==> src/rtl/uart_irq_pkg.sv <==
`timescale 1ns/1ps
package uart_irq_pkg;
  localparam int NSRC   = 10;
  localparam int S_LINE = 0;
  localparam int S_TOUT = 1;
  localparam int S_RXD  = 2;
  localparam int S_TXR  = 3;
  localparam int S_MDM  = 4;
  localparam int S_XOFF = 5;
  localparam int S_SPEC = 6;
  localparam int S_CTS  = 7;
  localparam int S_RTS  = 8;
  localparam int S_WAKE = 9;

  typedef enum logic [5:0] {
    ID_MDM  = 6'h00,
    ID_NONE = 6'h01,
    ID_TXR  = 6'h02,
    ID_RXD  = 6'h04,
    ID_LINE = 6'h06,
    ID_TOUT = 6'h0C,
    ID_FLOW = 6'h10,
    ID_HSK  = 6'h20,
    ID_WAKE = 6'h30
  } irq_id_e;

  // Fixed priority chain over enabled pending flags.
  function automatic irq_id_e pick_id(input logic [NSRC-1:0] act);
    if (act[S_LINE])                    return ID_LINE;
    else if (act[S_TOUT])               return ID_TOUT;
    else if (act[S_RXD])                return ID_RXD;
    else if (act[S_TXR])                return ID_TXR;
    else if (act[S_MDM])                return ID_MDM;
    else if (act[S_XOFF] | act[S_SPEC]) return ID_FLOW;
    else if (act[S_CTS] | act[S_RTS])   return ID_HSK;
    else if (act[S_WAKE])               return ID_WAKE;
    else                                return ID_NONE;
  endfunction

  // Four characters plus twelve bits, in clocks.
  function automatic int unsigned tout_limit(input logic [3:0] fbits,
                                             input int unsigned tpb);
    return (4 * int'(fbits) + 12) * tpb;
  endfunction
endpackage

==> src/rtl/uart_irq_flag.sv <==
`timescale 1ns/1ps
module uart_irq_flag (
  input  logic clk,
  input  logic rst_n,
  input  logic set,
  input  logic clr,
  output logic q
);
  always_ff @(posedge clk or negedge rst_n) begin
    if (!rst_n) q <= 1'b0;
    else        q <= set | (q & ~clr);
  end

  // set beats a simultaneous clear
  a_r13_set_wins: assert property (@(posedge clk) disable iff (!rst_n)
    set |=> q);
  a_r13_clear_drops: assert property (@(posedge clk) disable iff (!rst_n)
    (clr && !set) |=> !q);
endmodule

==> src/rtl/uart_irq_tout.sv <==
`timescale 1ns/1ps
module uart_irq_tout
  import uart_irq_pkg::*;
#(
  parameter int TICKS_PER_BIT = 16,
  parameter int LVL_W         = 6
) (
  input  logic             clk,
  input  logic             rst_n,
  input  logic [3:0]       frame_bits,
  input  logic [LVL_W-1:0] rx_level,
  input  logic             restart,
  output logic             fire
);
  localparam int MAXLIM = 72 * TICKS_PER_BIT;
  localparam int CW     = $clog2(MAXLIM + 1);

  logic [CW-1:0] cnt;
  logic [CW-1:0] lim;
  logic          has_data;
  logic          running;

  assign lim      = CW'(tout_limit(frame_bits, TICKS_PER_BIT));
  assign has_data = (rx_level != '0);
  assign running  = has_data && !restart && (cnt < lim);
  assign fire     = running && ((cnt + 1'b1) == lim);

  always_ff @(posedge clk or negedge rst_n) begin
    if (!rst_n)                    cnt <= '0;
    else if (restart || !has_data) cnt <= '0;
    else if (cnt < lim)            cnt <= cnt + 1'b1;
  end

  // empty FIFO holds the counter at zero
  a_r4_empty_holds: assert property (@(posedge clk) disable iff (!rst_n)
    !has_data |=> (cnt == '0));
  // expiry is a single pulse per restart
  a_r4_single_fire: assert property (@(posedge clk) disable iff (!rst_n)
    fire |=> !fire);
endmodule

==> src/rtl/uart_irq_arb.sv <==
`timescale 1ns/1ps
module uart_irq_arb
  import uart_irq_pkg::*;
(
  input  logic [NSRC-1:0] act,
  output irq_id_e         id,
  output logic            irq,
  output logic [NSRC-1:0] served
);
  always_comb begin
    id             = pick_id(act);
    irq            = |act;
    served         = '0;
    served[S_TXR]  = (id == ID_TXR);
    served[S_XOFF] = (id == ID_FLOW);
    served[S_SPEC] = (id == ID_FLOW);
    served[S_WAKE] = (id == ID_WAKE);
  end
endmodule

==> src/rtl/uart_irq_ctrl.sv <==
`timescale 1ns/1ps
module uart_irq_ctrl
  import uart_irq_pkg::*;
#(
  parameter int FIFO_DEPTH    = 32,
  parameter int TICKS_PER_BIT = 16,
  localparam int LVL_W        = $clog2(FIFO_DEPTH + 1)
) (
  input  logic             clk,
  input  logic             rst_n,
  input  logic [3:0]       frame_bits,
  input  logic [LVL_W-1:0] rx_level,
  input  logic [LVL_W-1:0] rx_trig,
  input  logic             rx_char_in,
  input  logic             rx_hold_rd,
  input  logic             tx_fifo_empty,
  input  logic             tx_at_trig,
  input  logic             thr_wr,
  input  logic [3:0]       line_err,
  input  logic             lsr_rd,
  input  logic [3:0]       modem_delta,
  input  logic             msr_rd,
  input  logic             xoff_seen,
  input  logic             xon_seen,
  input  logic             spec_seen,
  input  logic             auto_cts_on,
  input  logic             auto_rts_on,
  input  logic             cts_pin,
  input  logic             rts_pin,
  input  logic             sleep_exit,
  input  logic             isr_rd,
  input  logic [7:0]       src_en,
  input  logic             enh_mode,
  output logic             irq,
  output logic [5:0]       isr_code
);
  // Named internal events
  logic prev_txe, prev_txt, prev_cts, prev_rts;
  logic tx_rise, cts_rise, rts_rise;
  logic rx_at_trig;
  logic tout_fire;
  logic [NSRC-1:0] set_v, clr_v, pend, en_v, act, served;
  irq_id_e id;

  always_ff @(posedge clk or negedge rst_n) begin
    if (!rst_n) begin
      prev_txe <= 1'b1;
      prev_txt <= 1'b1;
      prev_cts <= 1'b1;
      prev_rts <= 1'b1;
    end else begin
      prev_txe <= tx_fifo_empty;
      prev_txt <= tx_at_trig;
      prev_cts <= cts_pin;
      prev_rts <= rts_pin;
    end
  end

  assign tx_rise    = (tx_fifo_empty & ~prev_txe) | (tx_at_trig & ~prev_txt);
  assign cts_rise   = auto_cts_on & cts_pin & ~prev_cts;
  assign rts_rise   = auto_rts_on & rts_pin & ~prev_rts;
  assign rx_at_trig = (rx_trig != '0) && (rx_level >= rx_trig);

  uart_irq_tout #(
    .TICKS_PER_BIT(TICKS_PER_BIT),
    .LVL_W        (LVL_W)
  ) u_tout (
    .clk       (clk),
    .rst_n     (rst_n),
    .frame_bits(frame_bits),
    .rx_level  (rx_level),
    .restart   (rx_char_in | rx_hold_rd),
    .fire      (tout_fire)
  );

  always_comb begin
    set_v         = '0;
    clr_v         = '0;
    set_v[S_LINE] = |line_err;
    clr_v[S_LINE] = lsr_rd;
    set_v[S_TOUT] = tout_fire;
    clr_v[S_TOUT] = rx_hold_rd;
    set_v[S_RXD]  = rx_at_trig;
    set_v[S_TXR]  = tx_rise;
    clr_v[S_TXR]  = thr_wr | (isr_rd & served[S_TXR]);
    set_v[S_MDM]  = |modem_delta;
    clr_v[S_MDM]  = msr_rd;
    set_v[S_XOFF] = xoff_seen;
    clr_v[S_XOFF] = xon_seen | (isr_rd & served[S_XOFF]);
    set_v[S_SPEC] = spec_seen;
    clr_v[S_SPEC] = rx_char_in | (isr_rd & served[S_SPEC]);
    set_v[S_CTS]  = cts_rise;
    clr_v[S_CTS]  = msr_rd;
    set_v[S_RTS]  = rts_rise;
    clr_v[S_RTS]  = msr_rd;
    set_v[S_WAKE] = sleep_exit;
    clr_v[S_WAKE] = isr_rd & served[S_WAKE];
  end

  always_comb begin
    en_v         = '0;
    en_v[S_LINE] = src_en[2];
    en_v[S_TOUT] = src_en[0];
    en_v[S_RXD]  = src_en[0];
    en_v[S_TXR]  = src_en[1];
    en_v[S_MDM]  = src_en[3];
    en_v[S_XOFF] = src_en[4];
    en_v[S_SPEC] = src_en[4];
    en_v[S_RTS]  = src_en[5];
    en_v[S_CTS]  = src_en[6] & enh_mode;
    en_v[S_WAKE] = src_en[7];
  end

  for (genvar i = 0; i < NSRC; i++) begin : g_src
    if (i == S_RXD) begin : g_level
      assign pend[i] = set_v[i] & ~clr_v[i];
    end else begin : g_latch
      uart_irq_flag u_flag (
        .clk  (clk),
        .rst_n(rst_n),
        .set  (set_v[i]),
        .clr  (clr_v[i]),
        .q    (pend[i])
      );
    end
  end

  assign act = pend & en_v;

  uart_irq_arb u_arb (
    .act   (act),
    .id    (id),
    .irq   (irq),
    .served(served)
  );

  assign isr_code = id;

  // a line-status read with no new error empties the line flag
  a_r2_line_clear: assert property (@(posedge clk) disable iff (!rst_n)
    (lsr_rd && line_err == 4'd0) |=> !pend[S_LINE]);
  // receive holding read removes a timeout
  a_r4_tout_clear: assert property (@(posedge clk) disable iff (!rst_n)
    rx_hold_rd |=> !pend[S_TOUT]);
  // a holding write without a new edge drops the transmit flag
  a_r5_thr_clear: assert property (@(posedge clk) disable iff (!rst_n)
    (thr_wr && !tx_rise) |=> !pend[S_TXR]);
  // modem read clears modem flag
  a_r6_msr_clear: assert property (@(posedge clk) disable iff (!rst_n)
    (msr_rd && modem_delta == 4'd0) |=> !pend[S_MDM]);
  // a plain next character ends the special-character flag
  a_r8_next_char: assert property (@(posedge clk) disable iff (!rst_n)
    (rx_char_in && !spec_seen) |=> !pend[S_SPEC]);
  // a rising pin outside automatic flow control sets nothing
  a_r9_cts_gated: assert property (@(posedge clk) disable iff (!rst_n)
    (!auto_cts_on && !pend[S_CTS]) |=> !pend[S_CTS]);
  // line status always wins when enabled
  a_r11_line_first: assert property (@(posedge clk) disable iff (!rst_n)
    act[S_LINE] |-> (isr_code == 6'h06));
  // at most one source group is served by a status read
  a_r11_one_served: assert property (@(posedge clk) disable iff (!rst_n)
    $onehot0({served[S_TXR], served[S_XOFF], served[S_WAKE]}));
  // request agrees with the reported code
  a_r12_irq_code: assert property (@(posedge clk) disable iff (!rst_n)
    irq == (isr_code != 6'h01));
endmodule

==> config.mk <==
export PLATFORM = sky130hd
export DESIGN_NAME = uart_irq_ctrl
export DESIGN_NICKNAME = d
export VERILOG_FILES = /design/src/rtl/uart_irq_pkg.sv /design/src/rtl/uart_irq_flag.sv /design/src/rtl/uart_irq_tout.sv /design/src/rtl/uart_irq_arb.sv /design/src/rtl/uart_irq_ctrl.sv
export SDC_FILE = /design/constraint.sdc
export NUM_CORES = 1
export LEC_CHECK = 0
export CORE_UTILIZATION = 40
export DETAILED_ROUTE_END_ITERATION = 7
export PLACE_DENSITY_LB_ADDON = 0.2
export RECOVER_POWER = 50
export SKIP_CTS_REPAIR_TIMING = 1
export SLEW_MARGIN = 20
export SYNTH_ARGS = -nofsm -noshare
export SYNTH_HDL_FRONTEND = slang
export SYNTH_SLANG_ARGS = --single-unit
==> constraint.sdc <==
create_clock -name clk -period 2.6 [get_ports clk]
set_input_delay 0.52 -clock clk [delete_from_list [all_inputs] [get_ports clk]]
set_output_delay 0.52 -clock clk [all_outputs]
set_load 0.05 [all_outputs]
**After elaboration in Yosys (flattened, before gate mapping)**

Cells that the tools add are included.

- Register bits after elaboration: 24
- Bits in latches: 0
- Memory bits (writable): 0
- Bits in read-only memories: 0
- Input bits: 51
- Output and inout port bits: 7
- Logic and storage cells: 92
- Memories kept: 0

- Add/sub/neg operators: 2
- Multiply operators: 0
- Divide/modulo/power cells: 0
- Magnitude comparators: 2
- Equality and inequality tests: 4
- Shift-type cells: 0
- Muxes and demuxes: 10
- Bitwise logic cells: 47
- Reduce and logical (&&, ||, !) cells: 13

Operator list:

| operator | number |
|---|---|
| $mux 6 | 8 |
| $mux 11 | 2 |
| $and 1x1->1 | 19 |
| $or 1x1->1 | 16 |
| $reduce_bool 6->1 | 2 |
| $add 11x1->11 const B | 1 |
| $eq 11x11->1 | 1 |
| $lt 11x11->1 | 1 |
| $not 1->1 | 11 |
| $and 10x10->10 | 1 |
| $reduce_or 10->1 | 1 |
| $reduce_or 4->1 | 2 |
| $add 6x4->7 const B | 1 |
| $eq 6x2->1 const B | 1 |
| $eq 6x5->1 const B | 1 |
| $eq 6x6->1 const B | 1 |
| $ge 6x6->1 | 1 |
| $logic_and 1x1->1 | 4 |
| $logic_not 1->1 | 2 |
| $reduce_bool 2->1 | 1 |
| $logic_or 1x1->1 | 1 |

**Longest topological paths before layout**

Gate-level depths: netlist of the first run.

- Depth after elaboration: 17
- Depth in mapped cells: 10
- Depth with buffers taken out: 9

**By module**

A second synthesis of the first run with hierarchy kept.

- Cell total of the unflattened synthesis: 211
- Area, all modules: 1893.1 um2

Modules (own cells, without submodules):

| module | instances | cells each | area an instance (um2) | seq. area each (um2) |
|---|---|---|---|---|
| uart_irq_tout | 1 | 108 | 984.7 | 275.3 |
| uart_irq_ctrl | 1 | 48 | 395.4 | 105.1 |
| uart_irq_flag | 9 | 3 | 36.3 | 25.0 |
| uart_irq_arb | 1 | 28 | 186.4 | 0.0 |

**Least setup slack after synthesis of the first run**

No wires, ideal clock.

- Path type: in2out
- From: input rx_trig[3]
- To: output isr_code[5]
- Data arrival time: 2.762 ns
- Data required time: 2.080 ns
- Setup slack: -0.682 ns
- Stages on the path: 8
- Path buffers: 0
- Cells stage by stage: inv_1 -> ha_1 -> a21o_1 -> a21oi_1 -> o221ai_1 -> nand3_1 -> and4_1 -> a21boi_0

- Longest elaborated chain between the ends: 6
- Elaborated cells between the ends (all ways): 7
- Those cells by class: 1 x order compare; 3 x mux; 1 x bitwise; 2 x reduce/logical

Ends and longest elaborated chain:

| element | RTL line | RTL |
|---|---|---|
| from (decl) | uart_irq_ctrl.sv:13 | `input logic [LVL_W-1:0] rx_trig,` |
| $ge 6x6->1 or $reduce_bool 6->1 (tied branches) | uart_irq_ctrl.sv:62 | `assign rx_at_trig = (rx_trig != '0) && (rx_level >= rx_trig);` |
| $logic_and 1x1->1 (*) | uart_irq_ctrl.sv:62 |  |
| $and 10x10->10 (*) | uart_irq_ctrl.sv:128 | `assign act = pend & en_v;` |
| $mux 6 (*) | uart_irq_pkg.sv:31 | `else if (act[S_RXD]) return ID_RXD;` |
| $mux 6 (*) | uart_irq_pkg.sv:30 | `else if (act[S_TOUT]) return ID_TOUT;` |
| $mux 6 (*) | uart_irq_pkg.sv:29 | `if (act[S_LINE]) return ID_LINE;` |
| to (decl) | uart_irq_ctrl.sv:35 | `output logic [5:0] isr_code` |

Every way passes the cells marked *; elsewhere a longest branch is shown, timed or not.

**Worst setup path in the final report of the first run**

- From: input rx_trig[0]
- To: output isr_code[5]

Same word-level chain as after synthesis.

==> results of run 1 <==
## worst max-delay path by stage
stage,startpoint,to,depth (start not counted)
2_1_floorplan,rx_trig[3],isr_code[5],8
3_3_place_gp,rx_trig[3],isr_code[5],10
3_5_place_dp,rx_trig[3],isr_code[5],10
4_1_cts,rx_trig[3],isr_code[5],10
5_1_grt,rx_level[0],isr_code[5],10
6_report,rx_trig[0],isr_code[5],9
## sequential cells by signal, summed over array words and instances, names as in the netlist
register	flops
g_src.g_latch.u_flag.q	9
prev_cts	1
prev_rts	1
prev_txe	1
prev_txt	1
u_tout.cnt	11
## cell families (layout without fill, tap and decap cells)
| logic type | Yosys count | after routing | share of synthesized area (%) |
|---|---|---|---|
| buffers and inverters | 26 | 94 | 6.47 |
| xor gates and xnor gates | 18 | 18 | 9.06 |
| muxes | 1 | 1 | 0.647 |
| adders and majority gates | 13 | 13 | 9.35 |
| DFF | 24 | 24 | 34.8 |
| AOI/OAI and AO/OA | 34 | 34 | 13.7 |
| and+or+nand+nor | 75 | 75 | 25.9 |
## through the flow
step / total power [mW] / instances / util [%] / area [µm²] / TNS, ns
floorplan: 0.502 / 191 / - / 1750 / -0.0248
global placement: 0.645 / 303 / 60.8 / 2490 / -4.05
detailed placement: 0.647 / 303 / 60.8 / 2490 / -4.24
CTS: 0.981 / 307 / 62.6 / 2560 / -2.00
global route: 1.03 / 309 / 65.4 / 2670 / -0.0724
finish: 0.981 / 309 / 65.4 / 2670 / 0
## final cells by class
cell class                 count  area share [%]
multi-input combinational    141            41.7
timing repair buffer          71            28.0
sequential                    24            22.6
inverter                      19            2.67
tap                           50            2.34
clock buffer                   3            1.54
clock inverter                 1            1.12
## layout by cell type (no fill, tap or decap), drive strengths merged, types with 3 or more instances in the layout
master / synthesis / layout
a21oi: 7 / 7
and3: 3 / 3
buf: 4 / 20
clkbuf: 3 / 6
clkdlybuf4s50: 0 / 33
dfrtp: 20 / 20
dfstp: 4 / 4
dlygate4sd3: 0 / 5
dlymetal6s2s: 0 / 10
ha: 13 / 13
inv: 19 / 19
nand2: 13 / 13
nand2b: 4 / 4
nand3: 8 / 8
nand4: 7 / 7
nor2: 16 / 16
nor3: 4 / 4
nor4: 5 / 5
nor4b: 5 / 5
o21ai: 6 / 6
o22ai: 5 / 5
xnor2: 16 / 16
## metal layers
layer	GRT usage [%]	vias up	part of all wire, %
met3	4.00	4	4.6
li1	-	815	-
met1	24.2	728	47
met2	29.3	36	48
met5	0	-	0
met4	2.86	0	0.64
## critical path, stage by stage
cell and delay [ns]:
dlymetal6s2s_1 0.13, ha_1 0.27, nand2b_4 0.14, a21oi_2 0.11, o221ai_1 0.12, nand3_1 0.13
and4_4 0.25, a21boi_4 0.21, buf_12 0.15
## power by group through the flow
stage | logic [mW] | registers [mW] | clock network, mW
5_1_grt | 0.284 | 0.398 | 0.351
4_1_cts | 0.246 | 0.396 | 0.338
2_1_floorplan | 0.102 | 0.400 | 0
3_3_place_gp | 0.242 | 0.402 | 0
3_5_place_dp | 0.244 | 0.403 | 0
6_report | 0.260 | 0.396 | 0.325
==> summary.txt, run 1 <==
outcome = complete, no violations
pre-CTS setup slack = -0.402 ns
fin nets = 324
Mapped Nets = 255
Root Buffer = clkbuf_8
WS Path Type = in2out
CP Launch Type = input pin
Worst-path clk slew = 0.08 ns
Yosys warning count = 0
WL/cell = 13.6 µm
Internal = 0.742 mW
FF-to-FF path depth = 7
Worst Tran Pin Value = 1.32 ns
clock buffer count from CTS = 3
Core ar. = 0.00409 mm²
mean post-synth cell area = 9.11 µm²
vias in the first global route = 1415
Final Hold Viols = 0
crit share post-route = 98.8%
area share of the leading cell type in the synthesized netlist = 28.8%
Max Fclk = 0.389 GHz
Worst VDD drop = 0.319 mV
register area share after synthesis = 34.8%
hold path cells = 1
data arrival time of the critical path = 2.05 ns
Hold/Removal Path Class = reg2reg
P_sw = 0.240 mW
# fillers = 350
Cell Pwr Density = 367 mW/mm²
initial antenna violation count = 0
Max Cap Violations = 0
EDFF count, synth = 0
unrepaired setup endpoints after global routing = true
vias per cell = 5.12
most frequent cell after synthesis = dfrtp_1
HPWL Detailed = 3180 µm
Routability Congestion = 0.800
final setup fails = 0
asr flop ratio synth = 100%
H-tree levels = 1
clk buf depth = 2
First-pass DRT Iterations = 6
fraction of layout cells with a size suffix above 1 = 22.4%
die area = 0.00462 mm²
register area = 606 µm²
Static Leak = 1.18 nW
flop2flop setup slack = 0.62 ns
GRT Overall Usage = 17.9%
Hold Path Sink = g_src[8].g_latch.u_flag.q
area grow syn2layout = 53.7%
Slew HR = 12.3%
CTS tree = yes
fin crit period = 2.57 ns
# port buffers = 57
Die Wd = 67.9 µm
Synth area leader = dfrtp_1
Multi-input gate area = 0.00111 mm²
starting density of the core = 42.6%
# IOs = 58
Die H = 67.9 µm
count of pins over their slew limit = 0
WL final = 4200 µm
Syn Inst Count = 191
# rows = 23
# clock sinks = 24
Flop pwr share = 40.4%
combinational share of power = 26.5%
Distinct cells, synth = 48
clock share of power = 33.1%
Primary FF master, synth = dfrtp_1
final hold slack = 0.516 ns
register bit total from synthesis = 24
largest net degree at the start of global routing = 25
Initial DRC Count = 43
switching share of power = 24.4%
clock latency on the worst-skew pair = 0.27 ns
top cells by count, synth = dfrtp_1, inv_1, nor2_1, xnor2_1
first-pass GRT wire length = 6230 µm
Hold Crit Start = prev_rts
Ant. Diodes = 0
Critical R2R Launch = u_tout.cnt[0]
final setup margin = 0.0300 ns
DRC = 0
Max Clock Skew = 0.00852 ns
crit end category = primary output
antenna-violating nets left = 0
Vias = 1583
Required @ worst endpoint = 2.08 ns
R2R Path End = g_src[1].g_latch.u_flag.q
grt ovf = 0
synthesized cell area = 0.00174 mm²
most area-consuming cells after synthesis = dfrtp_1, ha_1, xnor2_1
critical-path maximum fanout = 4
Power figures use the tool's default switching activity.
==> inputs of run 2 (changes only) <==
- clock period: 2.6 -> 3.2 ns (I/O delays scaled with it)
==> run 2 against run 1 <==
Non-clock buffer count down 8. Register-to-register slack gained 0.56 ns. Combinational power is 23% lower. Worst setup slack worse by 0.019 ns. Clock skew shrank 0.0069 ns. Flip-flop and latch count is the same. Sequential share of layout area increased by 1.1 points. Critical path depth unchanged. Cell count decreased by 2.6%. Via count fell by 0.95%. Total power down 20%. Largest cell class unchanged. Largest power group unchanged.
==> summary.txt, run 2 (synthesized netlist as in run 1, its figures left out) <==
outcome = complete, no violations
Top Registers = u_tout.cnt: 11 flops, g_src.g_latch.u_flag.q: 9 flops
Final Hold Viols = 0 (unchanged)
Worst Tran Pin Value = 1.34 ns (+0.0259 ns)
# IOs = 58 (unchanged)
Top reg by flops = u_tout.cnt
Hold/Removal Path Class = reg2reg
Slew HR = 10.6% (-1.7 points)
pre-CTS setup slack = -0.109 ns (+0.293 ns)
# rows = 23 (unchanged)
Final Instance Area = 0.00255 mm² (-4.4%)
GRT Overall Usage = 18.3% (+0.45 points)
Flop pwr share = 40.9% (+0.5 points)
crit end category = primary output
first-pass GRT wire length = 6350 µm (+2.0%)
Placed Instance Area = 0.00241 mm² (-3.1%)
initial antenna violation count = 0 (unchanged)
starting density of the core = 42.6% (unchanged)
post-layout util = 62.5% (-2.9 points)
Root Buffer = clkbuf_8
WS Path Type = in2out
P_sw = 0.192 mW (-20%)
Die Wd = 67.9 µm (unchanged)
Cells after DPL = 295 (-2.6%)
DRC = 0 (unchanged)
Ant. Diodes = 0 (unchanged)
largest net degree at the start of global routing = 25 (unchanged)
CTS tree = yes
Required @ worst endpoint = 2.56 ns (+0.48 ns)
fin crit period = 3.19 ns
fin nets = 316 (-2.5%)
Max Cap Violations = 0 (unchanged)
fraction of layout cells with a size suffix above 1 = 16.7% (-5.7 points)
# clock sinks = 24 (unchanged)
vias per cell = 5.21 (+1.7%)
commonest non-fill, non-tap cell in the layout = clkdlybuf4s50_1
Die H = 67.9 µm (unchanged)
HPWL Detailed = 3170 µm (-0.45%)
combinational share of power = 25.6% (-0.9 points)
clock latency on the worst-skew pair = 0.26 ns (about the same)
final setup fails = 0 (unchanged)
flop2flop setup slack = 1.18 ns (+0.56 ns)
count of pins over their slew limit = 0 (unchanged)
area grow syn2layout = 46.9%
setup TNS = 0 ns (unchanged)
R2R Path End = u_tout.cnt[0]
Worst VDD drop = 0.257 mV (-19%)
WL/cell = 14.1 µm (+3.7%)
critical-path maximum fanout = 4 (unchanged)
# port buffers = 57 (unchanged)
FF-to-FF path depth = 7 (unchanged)
crit share post-route = 99.7%
most frequent cells in the layout = clkdlybuf4s50_1, dfrtp_1, inv_1
Initial DRC Count = 52 (+21%)
Critical R2R Launch = u_tout.cnt[7]
grt ovf = 0 (unchanged)
max FFs per register = 11 (unchanged)
H-tree levels = 1 (unchanged)
WL final = 4240 µm (+1.0%)
Internal = 0.595 mW (-20%)
Worst-path clk slew = 0.08 ns (about the same)
antenna-violating nets left = 0 (unchanged)
final setup margin = 0.0107 ns (-0.0193 ns)
CP endpoint = isr_code[5]
crit path from = rx_level[3]
First-pass DRT Iterations = 4 (-2)
Cell Pwr Density = 308 mW/mm² (-16%)
CP Launch Type = input pin
data arrival time of the critical path = 2.55 ns (+0.50 ns)
clk buf depth = 2 (unchanged)
clock buffer count from CTS = 3 (unchanged)
Static Leak = 1.06 nW (-9.7%)
Non-Filler Instances = 301 (-2.6%)
# fillers = 368 (+5.1%)
switching share of power = 24.4% (-0.050 points)
Max Clock Skew = 0.00165 ns (-0.00687 ns)
clock share of power = 33.5% (+0.4 points)
Routability Congestion = 0.792 (-0.95%)
Vias = 1568 (-0.95%)
Max Fclk = 0.314 GHz
die area = 0.00462 mm² (unchanged)
Core ar. = 0.00409 mm² (unchanged)
vias in the first global route = 1416 (+0.071%)
run 2: area by class of cell:
cell class / instances / area, µm² / area share [%]
multi-input cells: 141 / 1080 / 42.1
repair buffers: 63 / 668 / 26.2
flip-flops and latches: 24 / 606 / 23.7
inverters: 19 / 71.3 / 2.79
well taps: 50 / 62.6 / 2.45
clock buffers: 3 / 41.3 / 1.62
clock inverters: 1 / 30.0 / 1.18
run 2: per-layer routing:
layer | up-vias | share of wire, % | wire length [µm] | track usage, %
li1 | 802 | - | - | -
met5 | - | 0 | 0 | 0
met4 | 0 | 0.45 | 19 | 3.91
met1 | 738 | 47 | 1980 | 25.3
met3 | 2 | 3.5 | 150 | 3.67
met2 | 26 | 49 | 2100 | 29.3
run 2: worst min-delay path by stage:
stage              from                   endpoint  cells past startpoint
2_1_floorplan     rst_n  g_src[0].g_latch.u_flag.q                      0
3_3_place_gp   prev_rts  g_src[8].g_latch.u_flag.q                      1
3_5_place_dp   prev_rts  g_src[8].g_latch.u_flag.q                      1
4_1_cts        prev_rts  g_src[8].g_latch.u_flag.q                      1
5_1_grt        prev_rts  g_src[8].g_latch.u_flag.q                      1
6_report       prev_rts  g_src[8].g_latch.u_flag.q                      1
run 2: power by group through the flow:
stage	sequential [mW]	clock (mW)	combinational (mW)
2_1_floorplan	0.325	0	0.0816
3_3_place_gp	0.327	0	0.186
6_report	0.322	0.264	0.201
3_5_place_dp	0.327	0	0.188
5_1_grt	0.324	0.285	0.219
4_1_cts	0.322	0.278	0.190
run 2: worst max-delay path, cell delays in order:
cell             delay [ns]
clkdlybuf4s50_1        0.54
ha_4                   0.23
a21o_1                 0.17
a21oi_2                0.16
o221ai_2               0.13
nand3_2                0.09
and4_4                 0.24
a21boi_4               0.20
buf_12                 0.15
run 2: metrics by stage:
| step | power [mW] | hold WS (ns) |
|---|---|---|
| finish | 0.786 | 0.518 |
| global placement | 0.513 | 0.489 |
| floorplan | 0.407 | 0.344 |
| global route | 0.827 | 0.553 |
| CTS | 0.789 | 0.523 |
| detailed placement | 0.516 | 0.501 |
==> inputs of run 3 (changes only) <==
- REMOVE_ABC_BUFFERS: unset -> 1
- TNS_END_PERCENT: unset -> 5
- clock period: 3.2 -> 3.93 ns (I/O delays scaled with it)
==> run 3 against run 2 <==
Sequential share of layout area rose by 0.97 points. Via count fell by 1.1%. Routed wire length down 3.8%. Highest routed layer unchanged. Flip-flop and latch count did not move. Largest power group unchanged. Critical path type unchanged. Clock power decreased by 18%. Critical path depth up 1. Die area unchanged. Cell count is 1.3% lower. First-iteration DRC count increased by 21%. Global-route usage shrank 0.45 points.
==> summary.txt, run 3 (synthesized netlist as in run 1, its figures left out) <==
DRC = 0 (unchanged)
# clock sinks = 24 (unchanged)
critical-path maximum fanout = 4 (unchanged)
fraction of layout cells with a size suffix above 1 = 10.9% (-5.8 points)
CP peak stage delay = 0.48 ns (-0.06 ns)
WS Path Type = in2out
# port buffers = 57 (unchanged)
clk buf depth = 2 (unchanged)
Die H = 67.9 µm (unchanged)
Worst-path clk slew = 0.09 ns (about the same)
max FFs per register = 11 (unchanged)
Slew HR = 14.4% (+3.8 points)
Worst Tran Pin Value = 1.28 ns (-0.0569 ns)
Vias = 1551 (-1.1%)
CP Buf/Inv Count = 3 (+1)
CP cell instances = clkdlybuf4s50_1, inv_1, ha_1, a21o_1, a21oi_1, o221ai_1, nand3_1, and4_1, a21boi_0, buf_12
clock latency on the worst-skew pair = 0.26 ns (about the same)
setup TNS = 0 ns (unchanged)
die area = 0.00462 mm² (unchanged)
grt ovf = 0 (unchanged)
vias per cell = 5.22 (+0.25%)
H-tree levels = 1 (unchanged)
commonest non-fill, non-tap cell in the layout = clkdlybuf4s50_1
starting density of the core = 42.6% (unchanged)
first-pass GRT wire length = 6200 µm (-2.4%)
outcome = complete, no violations
final setup fails = 0 (unchanged)
data arrival time of the critical path = 2.91 ns (+0.36 ns)
count of pins over their slew limit = 0 (unchanged)
crit share post-route = 94.0%
Max Fclk = 0.271 GHz
Placed Instance Area = 0.00239 mm² (-0.62%)
fin crit period = 3.69 ns
# IOs = 58 (unchanged)
Core ar. = 0.00409 mm² (unchanged)
Final Hold Viols = 0 (unchanged)
Ant. Diodes = 0 (unchanged)
Required @ worst endpoint = 3.14 ns (+0.58 ns)
crit end category = primary output
WL/cell = 13.7 µm (-2.5%)
area grow syn2layout = 41.2%
most frequent cells in the layout = clkdlybuf4s50_1, dfrtp_1, inv_1
initial antenna violation count = 0 (unchanged)
Top Registers = u_tout.cnt: 11 flops, g_src.g_latch.u_flag.q: 9 flops
First-pass DRT Iterations = 4 (unchanged)
Cell Pwr Density = 256 mW/mm² (-17%)
WL final = 4080 µm (-3.8%)
GRT Overall Usage = 17.9% (-0.45 points)
Routability Congestion = 0.822 (+3.8%)
Static Leak = 1.01 nW (-4.5%)
Initial DRC Count = 63 (+21%)
CP Launch Type = input pin
Worst VDD drop = 0.267 mV (+3.9%)
clock buffer count from CTS = 3 (unchanged)
Crit path max-delay family = compound AO/OA/AOI/OAI gates
Top reg by flops = u_tout.cnt
unrepaired setup endpoints after global routing = false
Die Wd = 67.9 µm (unchanged)
Hold/Removal Path Class = reg2reg
antenna-violating nets left = 0 (unchanged)
# rows = 23 (unchanged)
HPWL Detailed = 3260 µm (+2.8%)
vias in the first global route = 1374 (-3.0%)
Root Buffer = clkbuf_8
fin nets = 312 (-1.3%)
CTS tree = yes
Worst path slowest cell = clkdlybuf4s50_1
Final Instance Area = 0.00245 mm² (-3.9%)
largest net degree at the start of global routing = 24 (-4.0%)
Max Clock Skew = 0.000600 ns (-0.00105 ns)
Max Cap Violations = 0 (unchanged)
==> run 3: final timing paths <==
check                              startpoint                         to  slack (ns)  cells past startpoint
worst min-delay path                 prev_cts  g_src[7].g_latch.u_flag.q        0.52                      1
worst max-delay path               rx_trig[3]                isr_code[5]        0.24                     10
max in group asynchronous               rst_n              u_tout.cnt[3]        2.40                      1
min in group asynchronous               rst_n              u_tout.cnt[4]        0.77                      1
worst max register to register  u_tout.cnt[7]              u_tout.cnt[0]        1.90                      7
worst min register to register       prev_cts  g_src[7].g_latch.u_flag.q        0.52                      1
==> run 3: through the flow <==
step | power (mW) | setup WS [ns] | std cells | hold WS [ns] | utilization (%)
after CTS | 0.640 | 0.215 | 297 | 0.524 | 60.3
after global routing | 0.663 | 0.0560 | 297 | 0.529 | 60.1
final | 0.628 | 0.236 | 297 | 0.519 | 60.1
after detailed placement | 0.419 | 0.236 | 293 | 0.502 | 58.6
after global placement | 0.416 | 0.253 | 293 | 0.489 | 58.6
after floorplan | 0.330 | 0.116 | 184 | 0.487 | -
==> run 3: metal layers <==
layer	track usage (%)	share of wire (%)
met1	24.8	46
met3	4.83	5.4
met5	0	0
met2	27.6	48
met4	3.65	0.91
==> run 3: worst reg2reg max path: stages, from the launching register on <==
cell	delay (ns)
dfrtp_1	0.48
ha_1	0.32
o21a_1	0.13
o21ai_2	0.06
a21oi_2	0.51
nor2_1	0.20
xnor2_1	0.17
nor2_1	0.05
==> run 3: layout make-up <==
class | count | area [µm²]
Sequential cell | 24 | 606
Timing Repair Buffer | 59 | 623
Fill cell | 381 | 1630
Multi-Input combinational cell | 141 | 1020
Tap cell | 50 | 62.6
Clock buffer | 3 | 41.3
Inverter | 19 | 71.3
Clock inverter | 1 | 30.0
==> run 3: power by group <==
group          switching (mW)  internal, mW
Clock                  0.0799         0.136
Sequential            0.00551         0.256
Combinational          0.0659        0.0841
